===== config.mk =====
export PLATFORM = sky130hd
export DESIGN_NAME = scanout_addr_seq
export DESIGN_NICKNAME = d
export VERILOG_FILES = /design/src/rtl/scanout_pkg.sv /design/src/rtl/scanout_addr_calc.sv /design/src/rtl/scanout_burst_cfg.sv /design/src/rtl/scanout_window_regs.sv /design/src/rtl/scanout_fetch_seq.sv /design/src/rtl/scanout_addr_seq.sv
export SDC_FILE = /design/constraint.sdc
export NUM_CORES = 2
export LEC_CHECK = 0
export BUFFER_PORTS_ARGS = -buffer_cell sky130_fd_sc_hd__buf_4
export CAP_MARGIN = 20
export CORE_MARGIN = 5
export CORE_UTILIZATION = 58
export CTS_BUF_LIST = sky130_fd_sc_hd__clkbuf_4 sky130_fd_sc_hd__clkbuf_8
export DETAILED_ROUTE_END_ITERATION = 16
export GPL_TIMING_DRIVEN = 0
export HOLD_SLACK_MARGIN = 0.15
export PLACE_DENSITY_LB_ADDON = 0.3
export SLEW_MARGIN = 20
export SYNTH_ARGS = -nofsm -noshare
export SYNTH_HDL_FRONTEND = slang
export SYNTH_SLANG_ARGS = --single-unit
export TNS_END_PERCENT = 50

===== constraint.sdc =====
create_clock -name clk -period 10.47 [get_ports clk]
set_clock_uncertainty 0.2 [all_clocks]
set_input_delay 2.094 -clock clk [delete_from_list [all_inputs] [get_ports clk]]
set_output_delay 2.094 -clock clk [all_outputs]
set_load 0.005 [all_outputs]

===== src/rtl/scanout_pkg.sv =====
package scanout_pkg;

  typedef enum logic [1:0] {
    SEQ_IDLE  = 2'd0,
    SEQ_RUN   = 2'd1,
    SEQ_DRAIN = 2'd2
  } seq_state_t;

  localparam int CFG_W     = 16;
  localparam int BEAT_LSB  = 0;
  localparam int BEAT_W    = 5;
  localparam int THR_LSB   = 8;
  localparam int THR_W     = 8;
  localparam int STS_W     = 3;
  localparam int STS_EOF0  = 0;
  localparam int STS_EOF1  = 1;
  localparam int STS_DONE  = 2;

  localparam logic [BEAT_W-1:0] BEATS_RST = 5'd16;
  localparam logic [THR_W-1:0]  THR_RST   = 8'd8;

  function automatic logic beats_legal(input logic [BEAT_W-1:0] b);
    return (b != '0) && ((b & (b - 1'b1)) == '0);
  endfunction

endpackage


===== src/rtl/scanout_addr_calc.sv =====
module scanout_addr_calc #(
  parameter int ADDR_W  = 32,
  parameter int COORD_W = 12,
  parameter int PITCH_W = 16,
  parameter int BPB_W   = 3
) (
  input  logic [ADDR_W-1:0]  base,
  input  logic [ADDR_W-1:0]  offset,
  input  logic [COORD_W-1:0] x,
  input  logic [COORD_W-1:0] y,
  input  logic [PITCH_W-1:0] pitch,
  input  logic [BPB_W-1:0]   bpb,
  input  logic [COORD_W-1:0] lines,
  output logic [ADDR_W-1:0]  win_start,
  output logic [ADDR_W-1:0]  win_end
);

  localparam int ROW_W = COORD_W + PITCH_W;
  localparam int COL_W = COORD_W + BPB_W;

  logic [ROW_W-1:0]  row_prod;
  logic [COL_W-1:0]  col_prod;
  logic [ROW_W-1:0]  span_prod;
  logic [ADDR_W-1:0] row_off;
  logic [ADDR_W-1:0] col_off;
  logic [ADDR_W-1:0] span;

  always_comb begin
    row_prod  = ROW_W'(y) * ROW_W'(pitch);
    col_prod  = COL_W'(x) * COL_W'(bpb);
    span_prod = ROW_W'(lines) * ROW_W'(pitch);
    row_off   = ADDR_W'(row_prod);
    col_off   = ADDR_W'(col_prod);
    span      = ADDR_W'(span_prod);
    win_start = base + offset + row_off + col_off;
    win_end   = win_start + span;
  end

endmodule


===== src/rtl/scanout_burst_cfg.sv =====
module scanout_burst_cfg
  import scanout_pkg::*;
(
  input  logic               clk,
  input  logic               rst,
  input  logic               cfg_we,
  input  logic [CFG_W-1:0]   cfg_word,
  output logic [BEAT_W-1:0]  beats,
  output logic [THR_W-1:0]   thresh
);

  logic [BEAT_W-1:0] beat_field;
  logic [THR_W-1:0]  thr_field;
  logic              accept;

  assign beat_field = cfg_word[BEAT_LSB +: BEAT_W];
  assign thr_field  = cfg_word[THR_LSB +: THR_W];
  assign accept     = cfg_we && beats_legal(beat_field);

  always_ff @(posedge clk) begin
    if (rst) begin
      beats  <= BEATS_RST;
      thresh <= THR_RST;
    end else if (accept) begin
      beats  <= beat_field;
      thresh <= thr_field;
    end
  end

endmodule


===== src/rtl/scanout_window_regs.sv =====
module scanout_window_regs #(
  parameter int ADDR_W = 32,
  parameter int N_WIN  = 2
) (
  input  logic                          clk,
  input  logic                          rst,
  input  logic                          upd_valid,
  input  logic [ADDR_W-1:0]             calc_start,
  input  logic [ADDR_W-1:0]             calc_end,
  input  logic                          idle,
  input  logic [N_WIN-1:0]              commit,
  output logic [N_WIN-1:0][ADDR_W-1:0]  win_start,
  output logic [N_WIN-1:0][ADDR_W-1:0]  win_end,
  output logic [N_WIN-1:0]              dirty
);

  logic [ADDR_W-1:0] held_start;
  logic [ADDR_W-1:0] held_end;

  always_ff @(posedge clk) begin
    if (rst) begin
      held_start <= '0;
      held_end   <= '0;
    end else if (upd_valid && !idle) begin
      held_start <= calc_start;
      held_end   <= calc_end;
    end
  end

  for (genvar i = 0; i < N_WIN; i++) begin : g_win
    always_ff @(posedge clk) begin
      if (rst) begin
        win_start[i] <= '0;
        win_end[i]   <= '0;
        dirty[i]     <= 1'b0;
      end else if (upd_valid && idle) begin
        win_start[i] <= calc_start;
        win_end[i]   <= calc_end;
        dirty[i]     <= 1'b0;
      end else begin
        if (dirty[i] && (commit[i] || idle)) begin
          win_start[i] <= held_start;
          win_end[i]   <= held_end;
          dirty[i]     <= 1'b0;
        end
        if (upd_valid) begin
          dirty[i] <= 1'b1;
        end
      end
    end
  end

endmodule


===== src/rtl/scanout_fetch_seq.sv =====
module scanout_fetch_seq
  import scanout_pkg::*;
#(
  parameter int ADDR_W = 32,
  parameter int FREE_W = 8
) (
  input  logic                     clk,
  input  logic                     rst,
  input  logic                     run_en,
  input  logic [FREE_W-1:0]        fifo_free,
  input  logic [BEAT_W-1:0]        beats,
  input  logic [THR_W-1:0]         thresh,
  input  logic [1:0][ADDR_W-1:0]   win_start,
  input  logic [1:0][ADDR_W-1:0]   win_end,
  input  logic                     sts_clr_we,
  input  logic [STS_W-1:0]         sts_clr_mask,
  output logic                     idle,
  output logic [1:0]               commit,
  output logic                     req_valid,
  output logic [ADDR_W-1:0]        req_addr,
  output logic                     req_win,
  output logic [STS_W-1:0]         status
);

  localparam int CMP_W  = (FREE_W > THR_W) ? FREE_W : THR_W;
  localparam int STEP_W = BEAT_W + 2;

  seq_state_t        state;
  logic              cur_win;
  logic [ADDR_W-1:0] cur_addr;
  logic              fire;
  logic              hit;
  logic [ADDR_W:0]   next_wide;
  logic [ADDR_W-1:0] other_start;
  logic [STS_W-1:0]  set_bits;
  logic [STS_W-1:0]  clr_bits;

  always_comb begin
    fire        = (state != SEQ_IDLE) && (CMP_W'(fifo_free) >= CMP_W'(thresh));
    next_wide   = {1'b0, cur_addr} + (ADDR_W + 1)'({beats, 2'b00});
    hit         = fire && (next_wide >= {1'b0, win_end[cur_win]});
    other_start = win_start[~cur_win];
    commit      = '0;
    commit[cur_win] = hit;
    set_bits    = '0;
    set_bits[STS_EOF0] = hit && !cur_win;
    set_bits[STS_EOF1] = hit && cur_win;
    set_bits[STS_DONE] = hit && (state == SEQ_DRAIN);
    clr_bits    = sts_clr_we ? sts_clr_mask : '0;
  end

  assign idle = (state == SEQ_IDLE);

  always_ff @(posedge clk) begin
    if (rst) begin
      state     <= SEQ_IDLE;
      cur_win   <= 1'b0;
      cur_addr  <= '0;
      req_valid <= 1'b0;
      req_addr  <= '0;
      req_win   <= 1'b0;
      status    <= '0;
    end else begin
      req_valid <= fire;
      if (fire) begin
        req_addr <= cur_addr;
        req_win  <= cur_win;
      end
      status <= (status & ~clr_bits) | set_bits;
      unique case (state)
        SEQ_IDLE: begin
          if (run_en) begin
            state    <= SEQ_RUN;
            cur_win  <= 1'b0;
            cur_addr <= win_start[0];
          end
        end
        SEQ_RUN, SEQ_DRAIN: begin
          if (fire) begin
            if (hit) begin
              cur_win  <= ~cur_win;
              cur_addr <= other_start;
            end else begin
              cur_addr <= next_wide[ADDR_W-1:0];
            end
          end
          if (state == SEQ_RUN && !run_en) begin
            state <= SEQ_DRAIN;
          end else if (state == SEQ_DRAIN && hit) begin
            state <= SEQ_IDLE;
          end
        end
        default: state <= SEQ_IDLE;
      endcase
    end
  end

endmodule


===== src/rtl/scanout_addr_seq.sv =====
module scanout_addr_seq
  import scanout_pkg::*;
#(
  parameter int ADDR_W  = 32,
  parameter int COORD_W = 12,
  parameter int PITCH_W = 16,
  parameter int BPB_W   = 3,
  parameter int FREE_W  = 8
) (
  input  logic                clk,
  input  logic                rst,
  input  logic                run_en,
  input  logic                upd_valid,
  input  logic [ADDR_W-1:0]   upd_base,
  input  logic [ADDR_W-1:0]   upd_offset,
  input  logic [COORD_W-1:0]  upd_x,
  input  logic [COORD_W-1:0]  upd_y,
  input  logic [PITCH_W-1:0]  upd_pitch,
  input  logic [BPB_W-1:0]    upd_bpb,
  input  logic [COORD_W-1:0]  upd_lines,
  input  logic                cfg_we,
  input  logic [15:0]         cfg_word,
  input  logic [FREE_W-1:0]   fifo_free,
  input  logic                sts_clr_we,
  input  logic [2:0]          sts_clr_mask,
  output logic                req_valid,
  output logic [ADDR_W-1:0]   req_addr,
  output logic [4:0]          req_beats,
  output logic [2:0]          status,
  output logic                upd_pending
);

  localparam int N_WIN = 2;

  logic [ADDR_W-1:0]             calc_start;
  logic [ADDR_W-1:0]             calc_end;
  logic [N_WIN-1:0][ADDR_W-1:0]  win_start;
  logic [N_WIN-1:0][ADDR_W-1:0]  win_end;
  logic [N_WIN-1:0]              win_dirty;
  logic [N_WIN-1:0]              win_commit;
  logic                          seq_idle;
  logic                          req_win_q;
  logic [BEAT_W-1:0]             beats;
  logic [THR_W-1:0]              thresh;

  scanout_addr_calc #(
    .ADDR_W (ADDR_W),
    .COORD_W(COORD_W),
    .PITCH_W(PITCH_W),
    .BPB_W  (BPB_W)
  ) u_calc (
    .base     (upd_base),
    .offset   (upd_offset),
    .x        (upd_x),
    .y        (upd_y),
    .pitch    (upd_pitch),
    .bpb      (upd_bpb),
    .lines    (upd_lines),
    .win_start(calc_start),
    .win_end  (calc_end)
  );

  scanout_burst_cfg u_cfg (
    .clk     (clk),
    .rst     (rst),
    .cfg_we  (cfg_we),
    .cfg_word(cfg_word),
    .beats   (beats),
    .thresh  (thresh)
  );

  scanout_window_regs #(
    .ADDR_W(ADDR_W),
    .N_WIN (N_WIN)
  ) u_win (
    .clk       (clk),
    .rst       (rst),
    .upd_valid (upd_valid),
    .calc_start(calc_start),
    .calc_end  (calc_end),
    .idle      (seq_idle),
    .commit    (win_commit),
    .win_start (win_start),
    .win_end   (win_end),
    .dirty     (win_dirty)
  );

  scanout_fetch_seq #(
    .ADDR_W(ADDR_W),
    .FREE_W(FREE_W)
  ) u_seq (
    .clk         (clk),
    .rst         (rst),
    .run_en      (run_en),
    .fifo_free   (fifo_free),
    .beats       (beats),
    .thresh      (thresh),
    .win_start   (win_start),
    .win_end     (win_end),
    .sts_clr_we  (sts_clr_we),
    .sts_clr_mask(sts_clr_mask),
    .idle        (seq_idle),
    .commit      (win_commit),
    .req_valid   (req_valid),
    .req_addr    (req_addr),
    .req_win     (req_win_q),
    .status      (status)
  );

  assign req_beats   = beats;
  assign upd_pending = |win_dirty;

endmodule


Yosys cells after proc, flatten, opt, wreduce, memory -nomap -nowiden
Index checks and enable logic that the tools add are counted.
{ "word_totals": {"in_bits": 152, "register_bits": 278} }
{ "op_classes": {"n_eq_ne": 6, "bitwise_logic": 6, "mul": 3, "add_sub_neg": 6, "magnitude_cmp": 5, "reduce_logical": 33, "mux": 31} }
{ "ops": {"columns": ["op", "n"], "rows": [
  ["$mux W32", 15],
  ["$add A32 B28 Y32", 2],
  ["$pmux W32 S2", 1],
  ["$mul A12 B16 Y28", 2],
  ["$add A32 B7 Y33", 1],
  ["$ge A33 B32 Y1", 1],
  ["$add A32 B15 Y32", 1],
  ["$add A32 B32 Y32", 1],
  ["$mul A12 B3 Y15", 1],
  ["$logic_and A1 B1 Y1", 13],
  ["$reduce_bool A2 Y1", 6],
  ["$ge A8 B8 Y1", 1],
  ["$mux W1", 8],
  ["$mux W2", 3],
  ["$reduce_or A2 Y1", 3],
  ["$and A5 B5 Y5", 1],
  ["$logic_not A5 Y1", 1],
  ["$reduce_bool A5 Y1", 1],
  ["$sub A5 B1 Y5 const B", 1],
  ["$lt A1 B2 Y1 const B", 2],
  ["$ne A2 B1 Y1 const B", 2],
  ["$pmux W2 S2", 1],
  ["$reduce_and A4 Y1", 1],
  ["$and A3 B3 Y3", 1],
  ["17 further kinds", 20]
]} }

Logic depth before layout (Yosys ltp)
{ "logic_depth": {"ltp_word": 9, "mapped_depth": 38, "ltp_nobuf": 37} }

By module
A second synthesis with hierarchy kept.
{ "unflattened": {"hier_cells": 3474, "hier_area_um2": 30072.6} }
{ "modules_own_cells": {"columns": ["mod", "seq_area_each_um2", "instances", "cells_each", "area_each_um2"], "rows": [
  ["scanout_addr_calc", 0.0, 1, 1929, 16464.5],
  ["scanout_window_regs", 3883.7, 1, 804, 7433.4],
  ["scanout_fetch_seq", 1441.4, 1, 677, 5517.8],
  ["scanout_burst_cfg", 260.2, 1, 63, 650.6],
  ["scanout_addr_seq", 0.0, 1, 1, 6.3]
]} }

Least setup slack after synthesis
Ideal clock, no wire load.
{ "synth_timing": {"kind": "in2reg", "from": "in upd_y[3]", "to": "reg u_win.win_end[29] (netlist name)", "path_buffers": 1, "path_stages": 36, "path_slack_ps": -677, "required_time_ps": 10184, "setup_ps": 86, "arrival_time_ps": 10861, "cell_sequence": "clkbuf_1 nand2_1 fa_1 inv_1 fa_1 inv_1 fa_1 inv_1 fa_1 fa_1 inv_1 fa_1 inv_1 ha_1 nand2_1 nor3_1 a21oi_1 nor2_1 xnor2_1 inv_1 fa_1 inv_1 fa_1 fa_1 fa_1 inv_1 ha_1 and3_1 and3_1 a22oi_1 nand2_1 a31oi_1 o21ai_0 o31ai_1 xor2_1 a211oi_1"} }
{ "synth_via": {"elab_chain_len": 5} }
{ "synth_lines": {"columns": ["element", "line", "text"], "rows": [
  ["start, declared", "scanout_addr_seq.sv:17", "input logic [COORD_W-1:0] upd_y,"],
  ["$mul A12 B16 Y28", "scanout_addr_calc.sv:29", "row_prod = ROW_W'(y) * ROW_W'(pitch);"],
  ["$add A32 B28 Y32", "scanout_addr_calc.sv:35", "win_start = base + offset + row_off + col_off;"],
  ["$add A32 B15 Y32", "scanout_addr_calc.sv:35", null],
  ["named net calc_start[14]", "scanout_addr_seq.sv:35", "logic [ADDR_W-1:0] calc_start;"],
  ["$add A32 B28 Y32", "scanout_addr_calc.sv:36", "win_end = win_start + span;"],
  ["$mux W32", "scanout_window_regs.sv:36", "end else if (upd_valid && idle) begin"],
  ["end signal, assigned by index", "scanout_window_regs.sv:38", "win_end[i] <= calc_end;"],
  ["end signal, assigned by index", "scanout_window_regs.sv:43", "win_end[i] <= held_end;"],
  ["end, declared", "scanout_window_regs.sv:13", "output logic [N_WIN-1:0][ADDR_W-1:0] win_end,"]
]} }
The timed path passes the listed nets, and every way through them passes these cells.
A chain may end at the register's enable or synchronous reset.

Worst setup path in the final report
{ "layout_timing": {"from": "in upd_pitch[5]", "to": "reg u_win.win_end[29] (netlist name)"} }
{ "layout_via": {"elab_chain_len": 5} }
{ "layout_lines": {"columns": ["element", "line", "text"], "rows": [
  ["start, declared", "scanout_addr_seq.sv:18", "input logic [PITCH_W-1:0] upd_pitch,"],
  ["$mul A12 B16 Y28", "scanout_addr_calc.sv:29", null],
  ["$add A32 B28 Y32", "scanout_addr_calc.sv:35", null],
  ["$add A32 B15 Y32", "scanout_addr_calc.sv:35", null],
  ["named net calc_start[16]", "scanout_addr_seq.sv:35", null],
  ["$add A32 B28 Y32", "scanout_addr_calc.sv:36", null],
  ["$mux W32", "scanout_window_regs.sv:36", null]
]} }
The timed path passes the listed nets, and every way through them passes these cells.

==> summary.md <==
| Metric | Value |
|---|---|
| Cells after Synth | roughly 3,500 |
| DRT Pass-1 Iters | 7 |
| Count leader, synth | nand2_1 |
| Post-Route WL | between 90,000 and 100,000 um |
| Share of layout cells above drive strength 1 | between 10% and 20% |
| Final Cycle Share | 104% |
| EDFF count, synth | 0 |
| Crit path max-delay cell type | fa_2 |
| Complex-gate fraction of the synthesized area | a little under an eighth |
| Syn Nets | between 4,000 and 5,000 |
| Num CTS Buffers | 42 |
| Worst path max stage delay | 0.57 ns |
| Max-Slew Margin vs Limit | approximately 15% |
| Pre-CTS setup slack | -2.31 ns |
| Crit path time final | approximately 11 ns |
| Post-Synth XOR/XNOR Area | 2.39% |
| Largest net degree at the start of global routing | 13 |
| Slew Limit Fails | 0 |
| RSZ-0062 raised after global routing | yes |
| Clock Tree Root | clkbuf_8 |
| Htree depth | 2 |
| Residual DRC | 0 |
| Max-cap violations | 0 |
| Core ar. | ~50,000 um^2 |
| Commonest register cell after synthesis | dfxtp_1 |
| Syn. warnings | 0 |
| DP HPWL | slightly above 70,000 um |
| Failing checks | setup timing |
| I/O pin cnt | between 150 and 200 |
| Worst hold path class | flip-flop to flip-flop |
| Endpoints failing setup | 41 |
| Starting Density | between 50% and 60% |
| Final Hold Vio Count | 0 |
| Arrival @ worst endpoint | about 11 ns |
| TritonCTS clock tree | yes |
| Area leader, netlist | fa_1 |
| I/O Buffers | ~190 |
| Yosys reg bits | around 280 |
| Mapped Area | 29,300 um^2 |
| Synth Area in Adders | a little under two fifths |
| DIE AREA | between 50,000 and 60,000 um^2 |
| Vias in the first global route | 26,264 |
| CP Data Required Time | roughly 11 ns |
| Vias per cell | a little under 6 |
| Grt ovf | 0 |
| Worst Path Buf+Inv | 10 |
| # hold bufs at CTS | 0 |
| WL/cell | around 21 um |
| TritonCTS Sinks | 278 |
| First-pass GRT wire length | between 100,000 and 150,000 um |
| Mean Syn Cell Area | around 8.5 um^2 |
| Total GRT Usage | roughly a third |
| WS Path Type | input pin to flip-flop |
| Asr flop ratio synth | 0% |
| Synth Area in Simple Gates | ~18% |
| Final RePlAce weighted congestion | around 0.96 |
| Fmax | 92.1 MHz |
| CP max FO | 6 |
| Largest family of logic cells by synthesized area | adder cells |
| Status | complete, but fails checks |
| Post-synthesis sequential area ratio | about a fifth |
| Die Y | 235 um |
| Finished Core Util | a little under three quarters |
| Synth top cells by count | nand2_1 (645), inv_1 (514), fa_1 (397) |
| Top cells by area, synth | fa_1 (27%), dfxtp_1 (19%), ha_1 (10%) |
| Total number of vias | between 20,000 and 30,000 |
| Mux cell area share after synthesis | roughly 3.2% |
| Nets | 4,588 |
| Worst-Skew Late Latency | 0.60 ns |
| Initial antenna violation count | 2 |
| Most used cell, CP | fa_1 |
| Worst Setup Slack, final | -0.394 ns |
| Setup_tns | -9.07 ns |
| DRT iter0 DRCs | 2,438 |
| Crit end category | flip-flop |
| Dominant delay contributor by cell family on the critical path | adder cells |
| Post-synth top area share | between 20% and 30% |
| Clock buffer depth | 3 |
| Netlist cell types | 73 |
| Worst slew pin tran | approximately 1.3 ns |
| Rows | roughly 80 |
| Area growth, synth to finish | 21.1% |
| CTS clk-pin slew, worst paths | 0.06 ns |
| Final ANT Viol Nets | 0 |
| Die Width | about 230 um |
| CP Launch Type | input pin |
## logic make-up (layout without fill, tap and decap cells)
logic type | after synthesis | in the layout
AOI/OAI and AO/OA | 536 | 536
xor gates and xnor gates | 80 | 80
adders and majority gates | 631 | 631
buffers and inverters | 694 | 1072
DFF | 278 | 278
muxes | 92 | 92
other | 0 | 3
and+or+nand+nor | 1148 | 1148
## area by class of cell
type                            count  area (um^2)
Tap cell                          672          841
Clock buffer                       71          890
Fill cell                        3803        14600
Sequential cell                   278         5570
Multi-Input combinational cell   2487        22500
Timing Repair Buffer              306         2430
Inverter                          514         1930
Clock inverter                      5         36.3
Antenna cell                        3         7.51
Buffer                            176         1290
## registers in the layout (all words and copies together) (netlist names)
register	flops
u_cfg.thresh	8
u_seq.req_valid	1
u_seq.status	3
u_seq.cur_win	1
u_seq.state	2
u_cfg.beats	5
u_win.win_end	64
u_win.win_start	64
u_win.held_start	32
u_seq.cur_addr	32
u_win.dirty	2
u_seq.req_addr	32
u_win.held_end	32
## per-stage QoR
stage | instances | hold WS, ns | instance area, um^2
CTS | 4447 | 0.255 | 34400
floorplan | 3459 | 0.236 | 29800
detailed placement | 4320 | 0.246 | 32100
global route | 4510 | 0.271 | 35500
global placement | 4320 | 0.241 | 32100
finish | 4512 | 0.256 | 35500
## metal layers
layer / wire, um / part of all wire [%] / vias to the layer above / GRT usage [%]
li1: - / - / 11792 / -
met1: 34400 / 37 / 12571 / 39.1
met2: 44800 / 48 / 1409 / 55.0
met3: 7940 / 8.5 / 399 / 5.25
met4: 6490 / 6.9 / 0 / 18.0
met5: 0 / 0 / - / 0
## cell usage in the layout (no fill, tap or decap), types with 38 or more instances in the layout
master,count
a21oi_1,110
inv_1,482
o21ai_0,75
buf_4,288
a211oi_1,38
and2_1,161
fa_1,381
clkbuf_1,95
nand2_1,638
nor2_1,150
dfxtp_1,278
clkbuf_8,66
a31oi_1,92
mux2i_1,82
ha_1,206
## timing repair
action | CTS | global route
buffers inserted | 53 | 62
endpoints found under the setup margin | 66 | 58
cloned | 1 | 1
gates resized for setup | 212 | 147
pin swaps | 91 | 72
## path summary, 6_finish.rpt
path	start	endpoint	slack, ns	cells past startpoint
max	upd_pitch[5]	u_win.win_end[29]	-0.39	37
min	u_win.held_start[15]	u_win.held_start[15]	0.26	2
max reg2reg	u_seq.cur_win	u_seq.cur_addr[27]	4.21	15
min reg2reg	u_win.held_start[15]	u_win.held_start[15]	0.26	2
## worst min-delay path, cell delays in order (launching register included)
cell and delay (ns):
dfxtp_1 0.31, nand2_1 0.05, a21oi_1 0.05
Power is left out: the tool's default activity adds up to more than one toggle a clock period on the data nets, which glitch-free logic cannot reach.
